### src/rtl/btnctr_pkg.sv
package btnctr_pkg;
  localparam int unsigned HIST_W = 2;
  typedef logic [HIST_W-1:0] hist_t;
  // Oldest sample in the MSB, newest in the LSB.
  localparam hist_t RISE_PAT = 2'b01;
endpackage

### src/rtl/btnctr_sampler.sv
module btnctr_sampler
  import btnctr_pkg::*;
(
  input  logic clk,
  input  logic rst_n,
  input  logic smp_en,
  input  logic btn_raw,
  output logic rise
);
  hist_t hist_q, hist_d;

  always_comb begin
    hist_d = hist_q;
    if (smp_en) hist_d = {hist_q[0], btn_raw};
  end

  always_ff @(posedge clk or negedge rst_n) begin
    if (!rst_n) hist_q <= '0;
    else        hist_q <= hist_d;
  end

  assign rise = smp_en && (hist_q == RISE_PAT);

  AST_HIST_SHIFT: assert property (@(posedge clk) disable iff (!rst_n)
    smp_en |=> (hist_q[1] == $past(hist_q[0])));
  AST_HIST_HOLD: assert property (@(posedge clk) disable iff (!rst_n)
    !smp_en |=> $stable(hist_q));
endmodule

### src/rtl/btnctr_wrapcnt.sv
module btnctr_wrapcnt #(
  parameter int unsigned CNT_W = 4
) (
  input  logic             clk,
  input  logic             rst_n,
  input  logic             step,
  output logic [CNT_W-1:0] cnt
);
  logic [CNT_W-1:0] cnt_q, cnt_d;

  always_comb begin
    cnt_d = cnt_q;
    if (step) cnt_d = cnt_q + CNT_W'(1);
  end

  always_ff @(posedge clk or negedge rst_n) begin
    if (!rst_n) cnt_q <= '0;
    else        cnt_q <= cnt_d;
  end

  assign cnt = cnt_q;

  AST_STEP_BY_ONE: assert property (@(posedge clk) disable iff (!rst_n)
    (cnt_q != $past(cnt_q)) |-> (cnt_q == $past(cnt_q) + CNT_W'(1)));
endmodule

### src/rtl/btn_digit_stepper.sv
module btn_digit_stepper #(
  parameter int unsigned DIGIT_W = 4
) (
  input  logic               clk,
  input  logic               rst_n,
  input  logic               smp_en,
  input  logic               btn_raw,
  output logic [DIGIT_W-1:0] digit
);
  logic rise;

  btnctr_sampler u_sampler (
    .clk     (clk),
    .rst_n   (rst_n),
    .smp_en  (smp_en),
    .btn_raw (btn_raw),
    .rise    (rise)
  );

  btnctr_wrapcnt #(.CNT_W(DIGIT_W)) u_cnt (
    .clk   (clk),
    .rst_n (rst_n),
    .step  (rise),
    .cnt   (digit)
  );

  AST_NO_STEP_WITHOUT_EN: assert property (@(posedge clk) disable iff (!rst_n)
    !smp_en |=> $stable(digit));
  AST_NO_STEP_WITHOUT_RISE: assert property (@(posedge clk) disable iff (!rst_n)
    !rise |=> $stable(digit));
endmodule

### config.mk
export PLATFORM = sky130hd
export DESIGN_NAME = btn_digit_stepper
export DESIGN_NICKNAME = d
export VERILOG_FILES = /design/src/rtl/btnctr_pkg.sv /design/src/rtl/btnctr_sampler.sv /design/src/rtl/btnctr_wrapcnt.sv /design/src/rtl/btn_digit_stepper.sv
export SDC_FILE = /design/constraint.sdc
export NUM_CORES = 1
export LEC_CHECK = 0
export BUFFER_PORTS_ARGS = -buffer_cell sky130_fd_sc_hd__buf_2
export CAP_MARGIN = 10
export CORE_AREA = 3 3 40 42
export CTS_CLUSTER_DIAMETER = 200
export DETAILED_ROUTE_END_ITERATION = 10
export DIE_AREA = 0 0 43 45
export GPL_TIMING_DRIVEN = 0
export REMOVE_ABC_BUFFERS = 1
export SETUP_SLACK_MARGIN = 0.3
export SLEW_MARGIN = 25
export SYNTH_ARGS = -nofsm -noshare
export SYNTH_HDL_FRONTEND = slang
export SYNTH_SLANG_ARGS = --single-unit
### constraint.sdc
create_clock -name clk -period 3 [get_ports clk]
set_input_delay 0.6 -clock clk [delete_from_list [all_inputs] [get_ports clk]]
set_output_delay 0.6 -clock clk [all_outputs]
set_load 0.05 [all_outputs]
==> reports/metrics.yaml <==
placement:
  post-place-cells: 38
  gp_congestion: 0.6306
  dp_slack_ps: 1611
  portBuffers: 7
  placed_cell_area_um2: 300.3
layout:
  fill_cells: 137
  antenna_cells: 0
  fin_util_pct: 25.12
  drive_gt1_share_pct: 53.85
  nNetsFinal: 33
  finalNonFillerCells: 41
  fin_area_um2: 322.8
  area_delta_synth_final_pct: 30.96
die:
  io-pin-count: 8
  num_rows: 13
  die_w_um: 43
  die_y_um: 45
  die_area_um2: 1935
  start_util_pct: 19.18
  core_area_um2: 1285
pwr:
  peakVddDrop_v: 0.0003305
  power_mw: 0.3905
  power_density_nw_per_um2: 1210
  p_leak_nw: 0.1553
sta:
  worst-slew-pin-transition_ps: 250.0
  hold_viol: 0
  tns_ps: 0
  finClkSkew_ps: 0.3318
  fmax_mhz: 658.0
  timing.hold.ws_ps: 171.0
  rsz0062_at_grt: "no"
  fin_crit_sh_pct: 50.66
  finalMaxSlewViolations: 0
  worst_slack_ps: 1480
  period_needed_ps: 1520
  relSlewSlack_pct: 83.45
  finalSetupViolations: 0
routing:
  ant_nets: 0
  dr.pass1.iters: 2
  drt_wl_total_um: 416
  num_vias: 168
  drc_errors: 0
  first_iter_violations: 1
  routedWlPerCell_um: 10.15
  viasPerCell: 4.098
grt:
  track_usage_pct: 6.129
  grt_max_degree: 7
  met2_usage_pct: 7.485
  met1_usage_pct: 5.432
  grt_pass1_wl_um: 759
  grt-ovfl-total: 0
  use_met3_pct: 6.773
  first_global_vias: 190
  antenna_found_initial: 0
  gr-max-usage-layer: "met2"
setup_path:
  path_max_fanout: 4
  crit_arrival_ps: 920
  critPathLaunchType: "flip-flop"
  required_ps: 2400
  crit_family: "flip-flops"
  worst-path-stages: 1
  cp-end-kind: "primary output"
  ff2ff_path_depth: 2
  crit_slowest_cell: "dfrtp_1"
  cpPeakStageDelay_ps: 390
  critPathKind: "flip-flop to primary output"
  path_cells: "buf_2"
  crit_buf_inv: 1
logic_synthesis:
  synth_cells: 16
  muxShareOfSynthArea_pct: 15.23
  synth_top_family_by_area: "multiplexers"
  avgSynthCellArea_um2: 15.41
  ys.flop_type: "dfrtp_1"
  synth.distinct_cells: 9
  seq_area_frac_synth_pct: 60.91
  ys_seq_elements: 6
  synthAdderAreaFrac_pct: 5.076
  synthTopCellsByCount: "6 x dfrtp_1, 2 x mux2_2, 2 x xnor2_1"
  synth_edf_count: 0
  synthTopCellsByArea: "dfrtp_1 61%, mux2_2 9.1%, xnor2_1 7.1%, mux2_4 6.1%, ha_1 5.1%"
  synthArstFlopShare_pct: 100.0
  yosys.area_share.simple_pct: 8.122
  synth_warnings: 0
  synth.top_cell.area_share_pct: 60.91
  synth_most_common_cell: "dfrtp_1"
  synth-xor-area-share_pct: 10.66
  synth_compound_area_share_pct: 0
  synth_top_area_cell: "dfrtp_1"
  mappedNetlistArea_um2: 246.5
clocking:
  clk_pin_slew_ps: 40
  cts_tree: "built"
  htree_num_levels: 1
  clk_latency_ps: 240
  cts_resized: 0
  cts.sinks: 6
  numCtsBuffers: 3
  clock_path_buffers: 2
  ctsHoldBuffers: 0
  cts_setup_buffers: 0
  cts_root_buf: "clkbuf_4"
run_status:
  outcome: "finished, final reports clean"
flow_run:
  drv_cap: 0
hold_path:
  hold_class: "input port to async pin"
[logic make-up (layout without fill, tap and decap cells)]
group / after synthesis / in the layout
DFF: 6 / 6
xor gates and xnor gates: 3 / 3
muxes: 3 / 3
and+or+nand+nor: 3 / 3
adders and majority gates: 1 / 1
buffers and inverters: 0 / 10
[power by group]
| group | internal, mW | leakage [nW] | switching [mW] |
|---|---|---|---|
| registers | 0.112 | 0.0720 | 0.0284 |
| logic | 0.0526 | 0.0695 | 0.124 |
| clock network | 0.0452 | 0.0138 | 0.0285 |
[registers in the layout, summed over array words and instances, names as in the netlist]
register / flops
u_cnt.cnt: 4
u_sampler.hist_q: 2
[cell usage in the layout, fill, tap and decap left out]
| cell | netlist | final |
|---|---|---|
| and3b_2 | 1 | 1 |
| buf_2 | 0 | 7 |
| clkbuf_4 | 0 | 3 |
| dfrtp_1 | 6 | 6 |
| ha_1 | 1 | 1 |
| mux2_2 | 2 | 2 |
| mux2_4 | 1 | 1 |
| nand2_1 | 1 | 1 |
| nand4_1 | 1 | 1 |
| xnor2_1 | 2 | 2 |
| xor2_1 | 1 | 1 |
[area by class of cell]
class | count | area (um^2) | area share [%]
Multi-Input combinational cell | 10 | 96.34 | 29.84
Clock buffer | 3 | 22.52 | 6.977
Timing Repair Buffer | 7 | 35.03 | 10.85
Tap cell | 15 | 18.77 | 5.814
Sequential cell | 6 | 150.1 | 46.51
[routing by layer]
metal | vias up | part of all wire, %
met1 | 78 | 42
met3 | 2 | 16
met5 | - | 0
met4 | 0 | 1.2
met2 | 10 | 40
li1 | 78 | -
[path summary, 6_finish.rpt]
kind / endpoint / slack (ps) / from
min in group clk: u_cnt.cnt[3] / 480 / u_cnt.cnt[3]
max in group asynchronous: u_cnt.cnt[2] / 2690 / rst_n
max reg2reg: u_cnt.cnt[1] / 1910 / u_cnt.cnt[0]
min: u_sampler.hist_q[1] / 170 / rst_n
max: digit[0] / 1480 / u_cnt.cnt[0]
min reg2reg: u_cnt.cnt[3] / 480 / u_cnt.cnt[3]
No activity file was read; power rests on OpenSTA's default activity.
